**src/rtl/pipe_ctl_pkg.sv**
```systemverilog
package pipe_ctl_pkg;
  typedef enum logic [3:0] {
    OP_HALT  = 4'h0,
    OP_NOP   = 4'h1,
    OP_CMOV  = 4'h2,
    OP_IRMOV = 4'h3,
    OP_RMMOV = 4'h4,
    OP_MRMOV = 4'h5,
    OP_ALU   = 4'h6,
    OP_JUMP  = 4'h7,
    OP_CALL  = 4'h8,
    OP_RET   = 4'h9,
    OP_PUSH  = 4'hA,
    OP_POP   = 4'hB
  } op_e;

  localparam int OP_W = 4;
endpackage

```
**src/rtl/hazard_detect.sv**
```systemverilog
module hazard_detect
  import pipe_ctl_pkg::*;
#(
  parameter int REG_W = 4
) (
  input  logic [OP_W-1:0]  d_op_i,
  input  logic [OP_W-1:0]  e_op_i,
  input  logic [OP_W-1:0]  m_op_i,
  input  logic [OP_W-1:0]  w_op_i,
  input  logic             m_cnd_i,
  input  logic [REG_W-1:0] e_dst_m_i,
  input  logic [REG_W-1:0] d_src_a_i,
  input  logic [REG_W-1:0] d_src_b_i,
  output logic             mispredict_o,
  output logic             ret_busy_o,
  output logic             ret_wb_o,
  output logic             load_use_o
);
  localparam int NSRC = 2;
  localparam logic [REG_W-1:0] REG_NONE = '1;

  logic [REG_W-1:0] src [NSRC];
  logic [NSRC-1:0]  hit;
  logic             e_is_load;

  assign src[0] = d_src_a_i;
  assign src[1] = d_src_b_i;

  for (genvar g = 0; g < NSRC; g++) begin : g_src
    assign hit[g] = (src[g] == e_dst_m_i);
  end

  assign e_is_load    = (e_op_i == OP_MRMOV) || (e_op_i == OP_POP);
  assign load_use_o   = e_is_load && (e_dst_m_i != REG_NONE) && (|hit);
  assign mispredict_o = (m_op_i == OP_JUMP) && !m_cnd_i;
  assign ret_busy_o   = (d_op_i == OP_RET) || (e_op_i == OP_RET) || (m_op_i == OP_RET);
  assign ret_wb_o     = (w_op_i == OP_RET);
endmodule

```
**src/rtl/stage_ctl.sv**
```systemverilog
module stage_ctl (
  input  logic clk_i,
  input  logic rst_ni,
  input  logic mispredict_i,
  input  logic ret_busy_i,
  input  logic load_use_i,
  output logic stall_f_o,
  output logic stall_d_o,
  output logic bubble_d_o,
  output logic bubble_e_o
);
  // mispredict squashes any return or load sitting in decode/execute
  assign stall_f_o  = !mispredict_i && (ret_busy_i || load_use_i);
  assign stall_d_o  = !mispredict_i && load_use_i;
  assign bubble_d_o = mispredict_i || (ret_busy_i && !load_use_i);
  assign bubble_e_o = mispredict_i || load_use_i;

  p_no_hold_on_redirect_r4: assert property (@(posedge clk_i) disable iff (!rst_ni)
    mispredict_i |-> (!stall_f_o && !stall_d_o && bubble_d_o && bubble_e_o));

  p_hold_beats_bubble_r10: assert property (@(posedge clk_i) disable iff (!rst_ni)
    !(stall_d_o && bubble_d_o));

  p_load_freeze_front_r8: assert property (@(posedge clk_i) disable iff (!rst_ni)
    (bubble_e_o && !mispredict_i) |-> (stall_f_o && stall_d_o));

  p_ret_blocks_fetch_r6: assert property (@(posedge clk_i) disable iff (!rst_ni)
    (ret_busy_i && !mispredict_i) |-> stall_f_o);
endmodule

```
**src/rtl/pc_select.sv**
```systemverilog
module pc_select
  import pipe_ctl_pkg::*;
#(
  parameter int              ADDR_W   = 64,
  parameter logic [ADDR_W-1:0] RESET_PC = '0
) (
  input  logic              clk_i,
  input  logic              rst_ni,
  input  logic              stall_f_i,
  input  logic              mispredict_i,
  input  logic              ret_wb_i,
  input  logic [OP_W-1:0]   f_op_i,
  input  logic [ADDR_W-1:0] f_valc_i,
  input  logic [ADDR_W-1:0] f_valp_i,
  input  logic [ADDR_W-1:0] m_valp_i,
  input  logic [ADDR_W-1:0] w_valm_i,
  output logic [ADDR_W-1:0] pc_o
);
  logic [ADDR_W-1:0] pred_q, pred_d;
  logic              take_target;

  assign take_target = (f_op_i == OP_JUMP) || (f_op_i == OP_CALL);
  assign pred_d      = take_target ? f_valc_i : f_valp_i;

  always_ff @(posedge clk_i or negedge rst_ni) begin
    if (!rst_ni)         pred_q <= RESET_PC;
    else if (!stall_f_i) pred_q <= pred_d;
  end

  always_comb begin
    if (mispredict_i)  pc_o = m_valp_i;
    else if (ret_wb_i) pc_o = w_valm_i;
    else               pc_o = pred_q;
  end

  p_hold_guess_r6: assert property (@(posedge clk_i) disable iff (!rst_ni)
    stall_f_i |=> $stable(pred_q));

  p_redirect_addr_r4: assert property (@(posedge clk_i) disable iff (!rst_ni)
    mispredict_i |-> (pc_o == m_valp_i));

  p_ret_target_r7: assert property (@(posedge clk_i) disable iff (!rst_ni)
    (ret_wb_i && !mispredict_i) |-> (pc_o == w_valm_i));
endmodule

```
**src/rtl/pipe_ctl.sv**
```systemverilog
module pipe_ctl
  import pipe_ctl_pkg::*;
#(
  parameter int                ADDR_W   = 64,
  parameter int                REG_W    = 4,
  parameter logic [ADDR_W-1:0] RESET_PC = '0
) (
  input  logic              clk_i,
  input  logic              rst_ni,
  input  logic [3:0]        f_op_i,
  input  logic [ADDR_W-1:0] f_valc_i,
  input  logic [ADDR_W-1:0] f_valp_i,
  input  logic [3:0]        d_op_i,
  input  logic [3:0]        e_op_i,
  input  logic [3:0]        m_op_i,
  input  logic [3:0]        w_op_i,
  input  logic              m_cnd_i,
  input  logic [ADDR_W-1:0] m_valp_i,
  input  logic [ADDR_W-1:0] w_valm_i,
  input  logic [REG_W-1:0]  e_dst_m_i,
  input  logic [REG_W-1:0]  d_src_a_i,
  input  logic [REG_W-1:0]  d_src_b_i,
  output logic [ADDR_W-1:0] pc_o,
  output logic              stall_f_o,
  output logic              stall_d_o,
  output logic              bubble_d_o,
  output logic              bubble_e_o
);
  logic mispredict, ret_busy, ret_wb, load_use;

  hazard_detect #(.REG_W(REG_W)) u_haz (
    .d_op_i       (d_op_i),
    .e_op_i       (e_op_i),
    .m_op_i       (m_op_i),
    .w_op_i       (w_op_i),
    .m_cnd_i      (m_cnd_i),
    .e_dst_m_i    (e_dst_m_i),
    .d_src_a_i    (d_src_a_i),
    .d_src_b_i    (d_src_b_i),
    .mispredict_o (mispredict),
    .ret_busy_o   (ret_busy),
    .ret_wb_o     (ret_wb),
    .load_use_o   (load_use)
  );

  stage_ctl u_stage (
    .clk_i        (clk_i),
    .rst_ni       (rst_ni),
    .mispredict_i (mispredict),
    .ret_busy_i   (ret_busy),
    .load_use_i   (load_use),
    .stall_f_o    (stall_f_o),
    .stall_d_o    (stall_d_o),
    .bubble_d_o   (bubble_d_o),
    .bubble_e_o   (bubble_e_o)
  );

  pc_select #(.ADDR_W(ADDR_W), .RESET_PC(RESET_PC)) u_pc (
    .clk_i        (clk_i),
    .rst_ni       (rst_ni),
    .stall_f_i    (stall_f_o),
    .mispredict_i (mispredict),
    .ret_wb_i     (ret_wb),
    .f_op_i       (f_op_i),
    .f_valc_i     (f_valc_i),
    .f_valp_i     (f_valp_i),
    .m_valp_i     (m_valp_i),
    .w_valm_i     (w_valm_i),
    .pc_o         (pc_o)
  );
endmodule

```
**config.mk**
```make
export PLATFORM = sky130hd
export DESIGN_NAME = pipe_ctl
export DESIGN_NICKNAME = d
export VERILOG_FILES = /design/src/rtl/pipe_ctl_pkg.sv /design/src/rtl/hazard_detect.sv /design/src/rtl/stage_ctl.sv /design/src/rtl/pc_select.sv /design/src/rtl/pipe_ctl.sv
export SDC_FILE = /design/constraint.sdc
export NUM_CORES = 1
export LEC_CHECK = 0
export ABC_CLOCK_PERIOD_IN_PS = 5250
export BUFFER_PORTS_ARGS = -buffer_cell sky130_fd_sc_hd__buf_2
export CAP_MARGIN = 10
export CORE_AREA = 2 2 139 141
export CTS_CLUSTER_SIZE = 28
export DETAILED_ROUTE_END_ITERATION = 8
export DIE_AREA = 0 0 141 143
export GPL_TIMING_DRIVEN = 0
export PLACE_DENSITY_LB_ADDON = 0.15
export SYNTH_ARGS = -nofsm -noshare
export SYNTH_HDL_FRONTEND = slang
export SYNTH_SLANG_ARGS = --single-unit
```
**constraint.sdc**
```tcl
create_clock -name clk_i -period 5.25 [get_ports clk_i]
set_input_delay 1.575 -clock clk_i [delete_from_list [all_inputs] [get_ports clk_i]]
set_output_delay 1.575 -clock clk_i [all_outputs]
set_load 0.02 [all_outputs]
```
==> results.yml <==
worst_setup_path:
  reg2reg_slack_ps: 4540
  path_max_fanout: 10
  cpPeakStageDelay_ps: 270
  r2r-end: "u_pc.pred_q[39]"
  crit_path_start_kind: "input pin"
  r2r_start: "u_pc.pred_q[39]"
  endpoint_kind: "output port"
  worstPathArrival_ps: 3260
  worstPathCellList: "buf_2 > and4bb_1 > and2_2 > buf_4 > buf_4 > buf_2 > nand2_1 > o21ai_1 > buf_2"
  reg2regPathDepth: 2
  crit_family: "buffers and inverters"
  crit_path_top_delay_cell: "and4bb_1"
  setup.worst_path.class: "in -> out"
  crit_required_ps: 3680
  crit_buf_inv: 5
  timing.critical_path.mode_cell: "buf_2"
final_layout:
  area_growth_pct: 46.9
  drive_gt1_share_pct: 52.5
  largestRegisters: "u_pc.pred_q: 64 flops"
  largest_reg_flops: 64
  antenna_cells: 0
  finalNonFillerCells: 1138
  final_nets: 1191
  largest_register: "u_pc.pred_q"
floorplanning:
  core_um2: 18600
  die_width_um: 141
  dieArea_um2: 20200
  pin_count: 359
  start_util_pct: 27.6
  fp-row-count: 50
  dieHeight_um: 143
min_path:
  min_from: "u_pc.pred_q[24]"
  whs_endpoint: "u_pc.pred_q[24]"
  min_path_cells: 2
  hold_class: "reg -> reg"
run:
  max-cap-violations: 0
power_and_ir_drop:
  p_per_area_nw_per_um2: 252
  leakage_nw: 3.75
  vdd_ir_drop_max_v: 0.000139
synth:
  avgSynthCellArea_um2: 9.67
  ys_types: 30
  async_flop_share_pct: 100
  yosys_register_bits: 64
  synth_top_cell_by_area: "dfrtp_1"
  synth.area.top_cells: "dfrtp_1 (31%), mux2i_1 (25%), a22oi_2 (15%)"
  synth-edff-count: 0
  syn_inst: 531
  yosysMostFrequentCell: "mux2i_1"
  synth_top_area_share_pct: 31.2
  syn_area_um2: 5130
  yosys_warnings: 0
  synth_nets: 822
  synth_common_cells: "mux2i_1 (128), nand2_1 (68), nor2_1 (65)"
  synth_ff_type: "dfrtp_1"
  seq_area_frac_synth_pct: 31.2
timing:
  period_needed_ps: 4830
  slew_violations: 0
  fin_crit_sh_pct: 92.1
  relSlewSlack_pct: 43.4
  fin_tns_setup_ps: 0
  hold_viol: 0
  setup_violations: 0
  max_freq_ghz: 0.207
  finalClockSkew_ps: 0
  worst_slew_pin_slew_ps: 849
  rsz0062_at_grt: "false"
  fin_ws_ps: 416
drt:
  wl_per_cell_um: 16.3
  via_count: 5281
  drtIter0Drc: 140
  routed_wl_mm: 18.6
  drt-pass1-iter-count: 6
  antenna_violating_nets_post_route: 0
  drc: 0
  drt-vias-per-instance: 4.64
run_status:
  status: "completed"
cts:
  post_cts_buffers: 0
  cts_buffer_depth: 2
  ctsHoldBuffers: 0
  cts.sinks: 64
  cts_resized: 0
  h-tree-depth: 3
  worstSkewPairLatency_ps: 330
  cts_buffers: 9
  cts_tree: "yes"
  clk_pin_slew_worst_paths_ps: 50
  cts-root-buf: "clkbuf_16"
grt:
  grt_pass1_vias: 5353
  grt_overflow_total: 0
  grt_max_degree: 65
  grt_usage_pct: 18.0
  antenna_found_initial: 0
  grt_first_pass_wirelength_mm: 28.0
placement:
  dp.cells: 1123
  hpwl_mm: 14.9
  portBuffers: 358
  gp_congestion: 0.799
  dp_slack_ps: 365
[routing by layer]
layer | wire length [um] | GRT usage, % | vias to the layer above | share of wire (%)
li1 | - | - | 2652 | -
met1 | 7810 | 21.6 | 2391 | 42
met2 | 9360 | 32.7 | 221 | 50
met3 | 1140 | 3.32 | 17 | 6.1
met4 | 286 | 5.63 | 0 | 1.5
met5 | 0 | 0 | - | 0
[layout make-up]
cell class,instances,area [um2]
fillers,1922,11000
multi-input cells,417,3120
repair buffers,358,1790
flip-flops and latches,64,1600
plain buffers,49,407
well taps,234,293
clock buffers,12,256
clock inverters,3,65.1
inverters,1,3.75
[cells in the final DEF (no fill, tap or decap)]
cell type and count:
buf_2 366, mux2i_1 128, nand2_1 68, nor2_1 65
o21ai_1 64, dfrtp_1 64, a22oi_2 60, clkbuf_1 13
buf_4 11, clkbuf_16 9, xnor2_1 8, buf_12 7
clkbuf_4 6, buf_6 5, nor4bb_1 4, a22oi_1 4
nand4_1 3, clkbuf_8 2, bufinv_16 2, and4bb_1 1
and2_2 1, and3b_1 1, nor3b_1 1, o211ai_1 1
a21oi_1 1, or3_4 1, o21ai_2 1, inv_2 1
a21o_2 1, nor2b_1 1, nor4b_1 1, a31oi_1 1
nand2b_4 1, clkinv_2 1
[kinds of logic (layout without fill, tap and decap cells)]
logic type | count (synthesis) | in the layout | synth area share [%]
and+or+nand+nor | 148 | 148 | 12.4
AOI/OAI and AO/OA | 133 | 133 | 22.1
muxes | 128 | 128 | 25.0
DFF | 64 | 64 | 31.2
buffers and inverters | 50 | 423 | 7.99
xor gates and xnor gates | 8 | 8 | 1.36
[worst min-delay path, stage by stage, from the launching register on]
cell and delay, ps:
dfrtp_1 340, nor2_1 50, a22oi_2 100
[power by group]
part	leakage (nW)	switching, W	total (W)	internal, W
clock	0.159	0.000217	0.000655	0.000438
sequential	0.732	0.0000371	0.000595	0.000558
combinational	2.86	0.000346	0.000651	0.000306
total	3.75	0.000600	0.00190	0.00130
[through the flow]
step | total power [W] | hold WS [ps] | instance area [um2] | utilization [%]
finish | 0.00190 | 535 | 7540 | 40.6
global route | 0.00200 | 555 | 7540 | 40.6
CTS | 0.00193 | 540 | 7540 | 40.6
detailed placement | 0.00126 | 529 | 7220 | 38.9
global placement | 0.00126 | 523 | 7220 | 38.9
floorplan | 0.00100 | 510 | 5130 | -
[worst max path at each step]
stage / from / endpoint / slack (ps) / cells after the start
5_1_grt: m_cnd_i / pc_o[14] / 260 / 9
4_1_cts: m_cnd_i / pc_o[14] / 360 / 9
2_1_floorplan: m_cnd_i / pc_o[58] / 890 / 6
3_5_place_dp: m_cnd_i / pc_o[14] / 360 / 9
6_report: m_cnd_i / pc_o[14] / 420 / 9
3_3_place_gp: m_cnd_i / pc_o[14] / 360 / 9
(Power assumes the default switching activity.)
